File: src/rtl/xcvr_pkg.sv
package xcvr_pkg;

  // number of flops in the reset release synchroniser
  localparam int unsigned RST_SYNC_STAGES = 2;

  // per-section control word as seen by the routing logic
  typedef struct packed {
    logic oe_n;        // active-low output enable
    logic to_b;        // 1: drive bus B, 0: drive bus A
    logic a2b_stored;  // B takes stored A data when set
    logic b2a_stored;  // A takes stored B data when set
  } lane_ctrl_t;

  // source selection for one direction
  typedef enum logic {
    SRC_LIVE   = 1'b0,
    SRC_STORED = 1'b1
  } path_src_e;

endpackage

File: src/rtl/xcvr_rst_sync.sv
module xcvr_rst_sync #(
  parameter int unsigned STAGES = xcvr_pkg::RST_SYNC_STAGES
) (
  input  logic clk,
  input  logic rst_n,
  output logic rst_sync_n
);

  logic [STAGES-1:0] chain_q;
  logic [STAGES-1:0] chain_d;

  always_comb begin
    chain_d = {chain_q[STAGES-2:0], 1'b1};
  end

  always_ff @(posedge clk or negedge rst_n) begin
    if (!rst_n) begin
      chain_q <= '0;
    end else begin
      chain_q <= chain_d;
    end
  end

  assign rst_sync_n = chain_q[STAGES-1];

endmodule

File: src/rtl/xcvr_capture_reg.sv
module xcvr_capture_reg #(
  parameter int unsigned WIDTH = 8
) (
  input  logic             clk,
  input  logic             rst_n,
  input  logic             strobe,
  input  logic [WIDTH-1:0] d,
  output logic [WIDTH-1:0] q
);

  logic             seen_q;   // strobe level at the previous edge
  logic             seen_d;
  logic             load;
  logic [WIDTH-1:0] data_q;
  logic [WIDTH-1:0] data_d;

  always_comb begin
    load   = strobe & ~seen_q;
    seen_d = strobe;
    data_d = load ? d : data_q;
  end

  // seen_q resets high so a strobe held across reset is not taken as a rise
  always_ff @(posedge clk or negedge rst_n) begin
    if (!rst_n) begin
      seen_q <= 1'b1;
      data_q <= '0;
    end else begin
      seen_q <= seen_d;
      if (load) begin
        data_q <= data_d;
      end
    end
  end

  assign q = data_q;

endmodule

File: src/rtl/xcvr_route.sv
module xcvr_route
  import xcvr_pkg::*;
#(
  parameter int unsigned WIDTH = 8
) (
  input  lane_ctrl_t       ctrl,
  input  logic [WIDTH-1:0] a_in,
  input  logic [WIDTH-1:0] b_in,
  input  logic [WIDTH-1:0] a_held,
  input  logic [WIDTH-1:0] b_held,
  output logic [WIDTH-1:0] a_out,
  output logic [WIDTH-1:0] a_oe,
  output logic [WIDTH-1:0] b_out,
  output logic [WIDTH-1:0] b_oe
);

  path_src_e        src_ab;
  path_src_e        src_ba;
  logic [WIDTH-1:0] toward_b;
  logic [WIDTH-1:0] toward_a;

  always_comb begin
    src_ab   = ctrl.a2b_stored ? SRC_STORED : SRC_LIVE;
    src_ba   = ctrl.b2a_stored ? SRC_STORED : SRC_LIVE;
    toward_b = (src_ab == SRC_STORED) ? a_held : a_in;
    toward_a = (src_ba == SRC_STORED) ? b_held : b_in;
  end

  always_comb begin
    a_oe  = '0;
    b_oe  = '0;
    a_out = '0;
    b_out = '0;
    if (!ctrl.oe_n) begin
      if (ctrl.to_b) begin
        b_oe  = '1;
        b_out = toward_b;
      end else begin
        a_oe  = '1;
        a_out = toward_a;
      end
    end
  end

endmodule

File: src/rtl/xcvr_section.sv
module xcvr_section
  import xcvr_pkg::*;
#(
  parameter int unsigned WIDTH = 8
) (
  input  logic             clk,
  input  logic             rst_n,
  input  lane_ctrl_t       ctrl,
  input  logic             cap_a,
  input  logic             cap_b,
  input  logic [WIDTH-1:0] a_in,
  input  logic [WIDTH-1:0] b_in,
  output logic [WIDTH-1:0] a_out,
  output logic [WIDTH-1:0] a_oe,
  output logic [WIDTH-1:0] b_out,
  output logic [WIDTH-1:0] b_oe
);

  logic [WIDTH-1:0] a_held;
  logic [WIDTH-1:0] b_held;

  // capture paths run from the strobes alone, never from ctrl
  xcvr_capture_reg #(.WIDTH(WIDTH)) u_hold_a (
    .clk    (clk),
    .rst_n  (rst_n),
    .strobe (cap_a),
    .d      (a_in),
    .q      (a_held)
  );

  xcvr_capture_reg #(.WIDTH(WIDTH)) u_hold_b (
    .clk    (clk),
    .rst_n  (rst_n),
    .strobe (cap_b),
    .d      (b_in),
    .q      (b_held)
  );

  xcvr_route #(.WIDTH(WIDTH)) u_route (
    .ctrl   (ctrl),
    .a_in   (a_in),
    .b_in   (b_in),
    .a_held (a_held),
    .b_held (b_held),
    .a_out  (a_out),
    .a_oe   (a_oe),
    .b_out  (b_out),
    .b_oe   (b_oe)
  );

endmodule

File: src/rtl/reg_bus_xcvr.sv
module reg_bus_xcvr
  import xcvr_pkg::*;
#(
  parameter int unsigned WIDTH    = 8,
  parameter int unsigned SECTIONS = 2
) (
  input  logic                      clk,
  input  logic                      rst_n,
  input  logic [SECTIONS-1:0]       out_en_n,
  input  logic [SECTIONS-1:0]       drive_b,
  input  logic [SECTIONS-1:0]       a2b_stored,
  input  logic [SECTIONS-1:0]       b2a_stored,
  input  logic [SECTIONS-1:0]       cap_a,
  input  logic [SECTIONS-1:0]       cap_b,
  input  logic [SECTIONS*WIDTH-1:0] a_in,
  output logic [SECTIONS*WIDTH-1:0] a_out,
  output logic [SECTIONS*WIDTH-1:0] a_oe,
  input  logic [SECTIONS*WIDTH-1:0] b_in,
  output logic [SECTIONS*WIDTH-1:0] b_out,
  output logic [SECTIONS*WIDTH-1:0] b_oe
);

  localparam int unsigned BUS_W = SECTIONS * WIDTH;

  logic rst_sync_n;

  xcvr_rst_sync #(.STAGES(RST_SYNC_STAGES)) u_rst_sync (
    .clk        (clk),
    .rst_n      (rst_n),
    .rst_sync_n (rst_sync_n)
  );

  for (genvar s = 0; s < SECTIONS; s++) begin : g_sect
    localparam int unsigned LO = s * WIDTH;
    lane_ctrl_t ctrl;

    always_comb begin
      ctrl.oe_n       = out_en_n[s];
      ctrl.to_b       = drive_b[s];
      ctrl.a2b_stored = a2b_stored[s];
      ctrl.b2a_stored = b2a_stored[s];
    end

    xcvr_section #(.WIDTH(WIDTH)) u_sect (
      .clk   (clk),
      .rst_n (rst_sync_n),
      .ctrl  (ctrl),
      .cap_a (cap_a[s]),
      .cap_b (cap_b[s]),
      .a_in  (a_in[LO +: WIDTH]),
      .b_in  (b_in[LO +: WIDTH]),
      .a_out (a_out[LO +: WIDTH]),
      .a_oe  (a_oe[LO +: WIDTH]),
      .b_out (b_out[LO +: WIDTH]),
      .b_oe  (b_oe[LO +: WIDTH])
    );
  end

  if (BUS_W == 0) begin : g_bad_size
    initial $error("reg_bus_xcvr: WIDTH and SECTIONS must be non-zero");
  end

endmodule

File: config.mk
export PLATFORM = sky130hd
export DESIGN_NAME = reg_bus_xcvr
export DESIGN_NICKNAME = d
export VERILOG_FILES = /design/src/rtl/xcvr_pkg.sv /design/src/rtl/xcvr_rst_sync.sv /design/src/rtl/xcvr_capture_reg.sv /design/src/rtl/xcvr_route.sv /design/src/rtl/xcvr_section.sv /design/src/rtl/reg_bus_xcvr.sv
export SDC_FILE = /design/constraint.sdc
export NUM_CORES = 1
export LEC_CHECK = 0
export ABC_AREA = 0
export BUFFER_PORTS_ARGS = -buffer_cell sky130_fd_sc_hd__buf_2
export CORE_ASPECT_RATIO = 0.9
export CORE_MARGIN = 2
export CORE_UTILIZATION = 40
export CTS_CLUSTER_DIAMETER = 30
export DETAILED_ROUTE_END_ITERATION = 10
export GPL_ROUTABILITY_DRIVEN = 0
export GPL_TIMING_DRIVEN = 0
export PLACE_DENSITY = 0.81
export SYNTH_ARGS = -nofsm -noshare
export SYNTH_HDL_FRONTEND = slang
export SYNTH_SLANG_ARGS = --single-unit
File: constraint.sdc
create_clock -name clk -period 1.3 [get_ports clk]
set_input_delay 0.26 -clock clk [delete_from_list [all_inputs] [get_ports clk]]
set_output_delay 0.26 -clock clk [all_outputs]
set_load 0.02 [all_outputs]
==> results.toml, run 1 <==
[critical_path]
path_class = "in2out"
crit_top_cell = "buf_6"
slowest_stage = "or2_4"
worstPathArrival_ns = 1.11
cp.required_ns = 1.04
reg2reg_depth = 3
cp_cell_sequence = "buf_6 > or2_4 > buf_6 > clkinvlp_4 > buf_4 > buf_6"
cp_max_fo = 8
startpoint_type = "primary input"
max_stage_delay_ns = 0.25
crit_path_end_kind = "output port"

[yosys]
synth.largest_area_cell = "dfrtp_1"
yosys_register_bits = 38
synthMuxAreaShare_pct = 35.30
yosysTopAreaCellShare_pct = 37.51
avgSynthCellArea_um2 = 12.13
synthAdderAreaFrac_pct = 0
synth_cell_types = 14
synth_top_family_by_area = "multiplexers"
ys_warn_count = 0
synth_nets = 233
synth_simple_gate_area_share_pct = 8.825
syn_area_um2 = 2268
ys_seq_area_share_pct = 42.14
synth-compound-area-share_pct = 0
synthXorXnorAreaFrac_pct = 0
synth.area.top_cells = "dfrtp_1 38%, mux2_4 21%, mux2i_1 14%"
syn_inst = 187

[pwr]
powerDensity_nw_per_um2 = 1007
finalPower_mw = 3.267
p_int_mw = 2.348
sequentialPowerShare_pct = 44.2
combPwrFrac_pct = 30.4
ir_worst_vdd_v = 0.0007740
power_frac_clock_pct = 25.3
power.switching_mw = 0.9186
swShare_pct = 28.12
leakagePower_nw = 1.849

[global_routing]
grt_max_degree = 37
grt_pass1_wl_um = 6748
gr-total-overflow = 0
grt_usage_pct = 13.51
antenna_found_initial = 0
grt_pass1_vias = 1461

[clocking]
htree_num_levels = 2
cts-root-buf = "clkbuf_8"
clk_latency_ns = 0.28
cts_tree = "yes"
ctsLongestPathBuffers = 2
numCtsBuffers = 5
cts_sinks = 38
clkTransAtPathRegs_ns = 0.08

[drt]
vias = 1708
drc = 0
drt-total-wl_um = 4614
drtIter0Drc = 24
drt_pass1_iterations = 4
vias_per_cell = 4.495
postRouteAntennaNets = 0
route.detailed.wl_per_inst_um = 12.14

[place]
placed_area_um2 = 2890
pre_cts_ws_ns = -0.2765
dp_hpwl_um = 3189
port_buffers = 105

[die]
die_h_um = 75.44
rows = 26
core_area_um2 = 5563
die-area_um2 = 6290
die_w_um = 83.38
initial_utilization_pct = 40.78
io_pins = 110

[timing]
rsz0062_at_grt = "true"
hold_viol = 0
period_share_pct = 105.1
skew_ns = 0.009022
slew_viol_final = 0
fin_crit_ns = 1.367
fmax_mhz = 731.7
relSlewSlack_pct = 48.95
setup_viol = 16
worst_pin_slew_ns = 0.7658
fin_ws_ns = -0.06661

[layout]
area_delta_synth_final_pct = 42.97
nFillCells = 472
antenna_cells = 0
mostFrequentLayoutCell = "buf_2"
final_core_util_pct = 58.30
layout_common_cells = "88 x buf_2, 38 x buf_4, 33 x dfrtp_1"
postLayoutCellArea_um2 = 3243
drive_gt1_share_pct = 68.06
nNetsFinal = 355

[run_status]
violations = "setup timing"
status = "finished with violations"

[flow_run]
cap_viol_max_count = 0

[worst_hold_path]
min-delay-path-class = "in2reg"
hold-path-cell-count = 1
-- cell type report --
type | count | area, um^2 | area share [%]
clock inverters | 2 | 12.51 | 0.3858
multi-input cells | 105 | 1025 | 31.60
well taps | 70 | 87.58 | 2.701
plain buffers | 38 | 312.8 | 9.645
repair buffers | 117 | 738.2 | 22.76
inverters | 4 | 27.53 | 0.8488
clock buffers | 6 | 82.58 | 2.546
flip-flops and latches | 38 | 957.2 | 29.51
-- registers in the layout, summed over array words and instances, names as in the netlist --
register,count
g_sect.u_sect.u_hold_a.q,16
g_sect.u_sect.u_hold_a.seen_q,2
g_sect.u_sect.u_hold_b.seen_q,2
u_rst_sync.chain_q,2
g_sect.u_sect.u_hold_b.q,16
-- per-stage QoR --
| stage | setup TNS (ns) | hold WS, ns | instances |
|---|---|---|---|
| after global routing | -2.148 | 0.07956 | 380 |
| final | -0.7667 | 0.09818 | 380 |
| after CTS | -0.5293 | 0.08823 | 372 |
| after detailed placement | -5.676 | 0.05038 | 362 |
| after global placement | -13.66 | 0.04667 | 362 |
| after floorplan | 0 | -0.03559 | 187 |
-- metal layers --
| layer | vias to the layer above | share of wire (%) | global-route usage [%] |
|---|---|---|---|
| li1 | 831 | - | - |
| met5 | - | 0 | 0 |
| met3 | 5 | 5.0 | 3.250 |
| met4 | 0 | 0.80 | 4.372 |
| met2 | 52 | 52 | 23.75 |
| met1 | 820 | 43 | 16.83 |
-- synthesized netlist by cell type, drive strengths merged --
master,number
buf,38
clkbuf,2
conb,1
dfrtp,34
dfstp,4
inv,4
mux2,32
mux2i,32
nand2b,6
nor2,32
or2,2
-- final timing paths --
check | from | endpoint | slack, ns
max in group asynchronous | u_rst_sync.chain_q[1] | g_sect[0].u_sect.u_hold_b.q[6] | 0.46
worst max-delay path | drive_b[0] | a_oe[7] | -0.07
worst min-delay path | cap_a[0] | g_sect[0].u_sect.u_hold_a.seen_q | 0.1
worst min register to register | u_rst_sync.chain_q[1] | g_sect[1].u_sect.u_hold_a.q[5] | 0.35
min in group asynchronous | rst_n | u_rst_sync.chain_q[0] | 0.27
worst max register to register | g_sect[0].u_sect.u_hold_b.seen_q | g_sect[0].u_sect.u_hold_b.q[2] | 0.09
-- worst max-delay path, delay by kind of cell --
| family | cells | cell delay (ns) |
|---|---|---|
| buffers and inverters | 5 | 0.58 |
| and+or+nand+nor | 1 | 0.25 |
-- kinds of logic after synthesis --
logic type | count (synthesis)
simple gates | 40
buf+inv | 44
other cells | 1
mux | 64
flops | 38
-- what timing repair did --
item | CTS | global route
buffers inserted | 2 | 7
cloned | 1 | 1
hold endpoints to repair | 2 | 0
setup endpoints to repair | 40 | 60
pin swaps | 0 | 3
hold buffers | 1 | 0
gates resized for setup | 41 | 14
-- power groups by stage --
stage          clock network, mW  logic [mW]  registers [mW]
6_report                   0.828       0.995            1.44
5_1_grt                    0.914        1.06            1.47
4_1_cts                    0.863       0.934            1.45
3_5_place_dp                   0       0.874            1.46
3_3_place_gp                   0       0.857            1.46
2_1_floorplan                  0       0.652            1.44
(Power assumes the default switching activity.)
==> inputs of run 2 (changes only) <==
PLACE_DENSITY = 0.71   (was 0.81)
REMOVE_ABC_BUFFERS = 1   (was not set)
==> run 2 against run 1 <==
Against the previous run:
- the flow now finishes without violations
- die area did not move
- highest routed layer unchanged
- largest cell class is now multi-input gates
- critical path depth fell by 3
- flip-flop and latch count did not move
- worst setup slack improved by 0.080 ns
- worst hold slack improved by 0.0025 ns
- via count fell by 8.6%
- final cell count fell by 8.7%
==> results.toml, run 2 (synthesis results as in run 1) <==
[global_routing]
grt_pass1_wl_um = 6541
grt_usage_pct = 13.08
antenna_found_initial = 0
grt_max_degree = 37
grt_pass1_vias = 1431
gr-total-overflow = 0

[die]
die-area_um2 = 6290
core_area_um2 = 5563
die_h_um = 75.44
io_pins = 110
die_w_um = 83.38
rows = 26
initial_utilization_pct = 40.78

[critical_path]
cp_max_fo = 2
crit_path_end_kind = "output port"
path_class = "reg2out"
startpoint_type = "flop"
cp.required_ns = 1.04
worstPathArrival_ns = 1.03

[place]
dp.cells = 326
pre_cts_ws_ns = -0.07558
dp_hpwl_um = 3099
port_buffers = 109

[layout]
fin_cells = 347
antenna_cells = 0
mostFrequentLayoutCell = "buf_2"
area_delta_synth_final_pct = 25.87
multi_input_comb_area_um2 = 1015
drive_gt1_share_pct = 64.26
layout_common_cells = "99 x buf_2, 33 x dfrtp_1, 32 x mux2i_1, 32 x nor2_1, 32 x mux2_4"
nNetsFinal = 322
seqCellArea_um2 = 957.2
nFillCells = 515

[pwr]
leakagePower_nw = 1.660
finalPower_mw = 3.249
ir_worst_vdd_v = 0.0005081
powerDensity_nw_per_um2 = 1138

[flow_run]
cap_viol_max_count = 0

[clocking]
clkTransAtPathRegs_ns = 0.07
cts_sinks = 38
ctsLongestPathBuffers = 2
cts-root-buf = "clkbuf_8"
numCtsBuffers = 5
clk_latency_ns = 0.28
cts_tree = "yes"
htree_num_levels = 2

[timing]
fin_crit_ns = 1.287
holdWs_ns = 0.1006
fmax_mhz = 777.2
relSlewSlack_pct = 49.52
worst_pin_slew_ns = 0.7572
skew_ns = 0.008019
rsz0062_at_grt = "true"
setup_viol = 0
slew_viol_final = 0
hold_viol = 0
period_share_pct = 98.97
fin_ws_ns = 0.01339

[drt]
postRouteAntennaNets = 0
vias = 1561
drtIter0Drc = 33
drt-total-wl_um = 4137
drt_pass1_iterations = 2
vias_per_cell = 4.499
route.detailed.wl_per_inst_um = 11.92
drc = 0

[worst_hold_path]
min-delay-path-class = "in2reg"

[run_status]
status = "finished, final reports clean"
## run 2: cell types whose count changed in the layout (fill, tap and decap cells not counted), sizes merged
cell / change
buf: -33
clkinvlp: -3
clkbuf: +2
inv: +2
clkinv: -1
## run 2: critical path: stages (launching register included)
cell     delay [ns]
dfrtp_1        0.39
mux2i_1        0.14
nor2_1         0.06
buf_4          0.15
## run 2: layout make-up
type	instances	area share, %
Multi-Input combinational cell	105	35.54
Inverter	4	0.5259
Timing Repair Buffer	122	23.49
Sequential cell	38	33.52
Clock buffer	8	3.856
Tap cell	70	3.067
## run 2: stage by stage
step	setup TNS (ns)	utilization, %	instance area (um^2)
final	0	51.33	2855
after global routing	-1.130	51.33	2855
after CTS	-0.03209	49.12	2733
after detailed placement	-1.171	46.92	2610
after global placement	-8.564	46.90	2609
after floorplan	-14.37	-	1976
## run 2: per-layer routing
metal,GRT usage (%),part of all wire [%],up-vias
li1,-,-,765
met1,17.03,43,736
met2,21.68,50,56
met3,3.467,6.3,4
met4,4.372,0.89,0
met5,0,0,-
## run 2: where the power goes
group / internal [mW] / switching, mW / leakage [nW]
clock: 0.535 / 0.386 / 0.0575
sequential: 1.34 / 0.104 / 0.440
combinational: 0.494 / 0.387 / 1.16
## run 2: worst paths after layout
path                                                        from                               end  slack (ns)  cells after the start
worst max-delay path              g_sect[0].u_sect.u_hold_a.q[5]                          b_out[5]        0.01                      3
worst min-delay path                                    cap_a[0]  g_sect[0].u_sect.u_hold_a.seen_q        0.10                      1
worst max register to register  g_sect[0].u_sect.u_hold_b.seen_q    g_sect[0].u_sect.u_hold_b.q[6]        0.13                      2
worst min register to register             u_rst_sync.chain_q[1]    g_sect[0].u_sect.u_hold_a.q[0]        0.34                      0
max in group asynchronous                  u_rst_sync.chain_q[1]    g_sect[1].u_sect.u_hold_b.q[5]        0.46                      0
min in group asynchronous                                  rst_n             u_rst_sync.chain_q[1]        0.28                      2
## run 2: what timing repair did
action	CTS	global route
resized for setup	4	14
pin swaps	0	7
hold buffers	1	0
endpoints found under the hold margin	2	0
setup endpoints to repair	30	55
buffers inserted	0	12
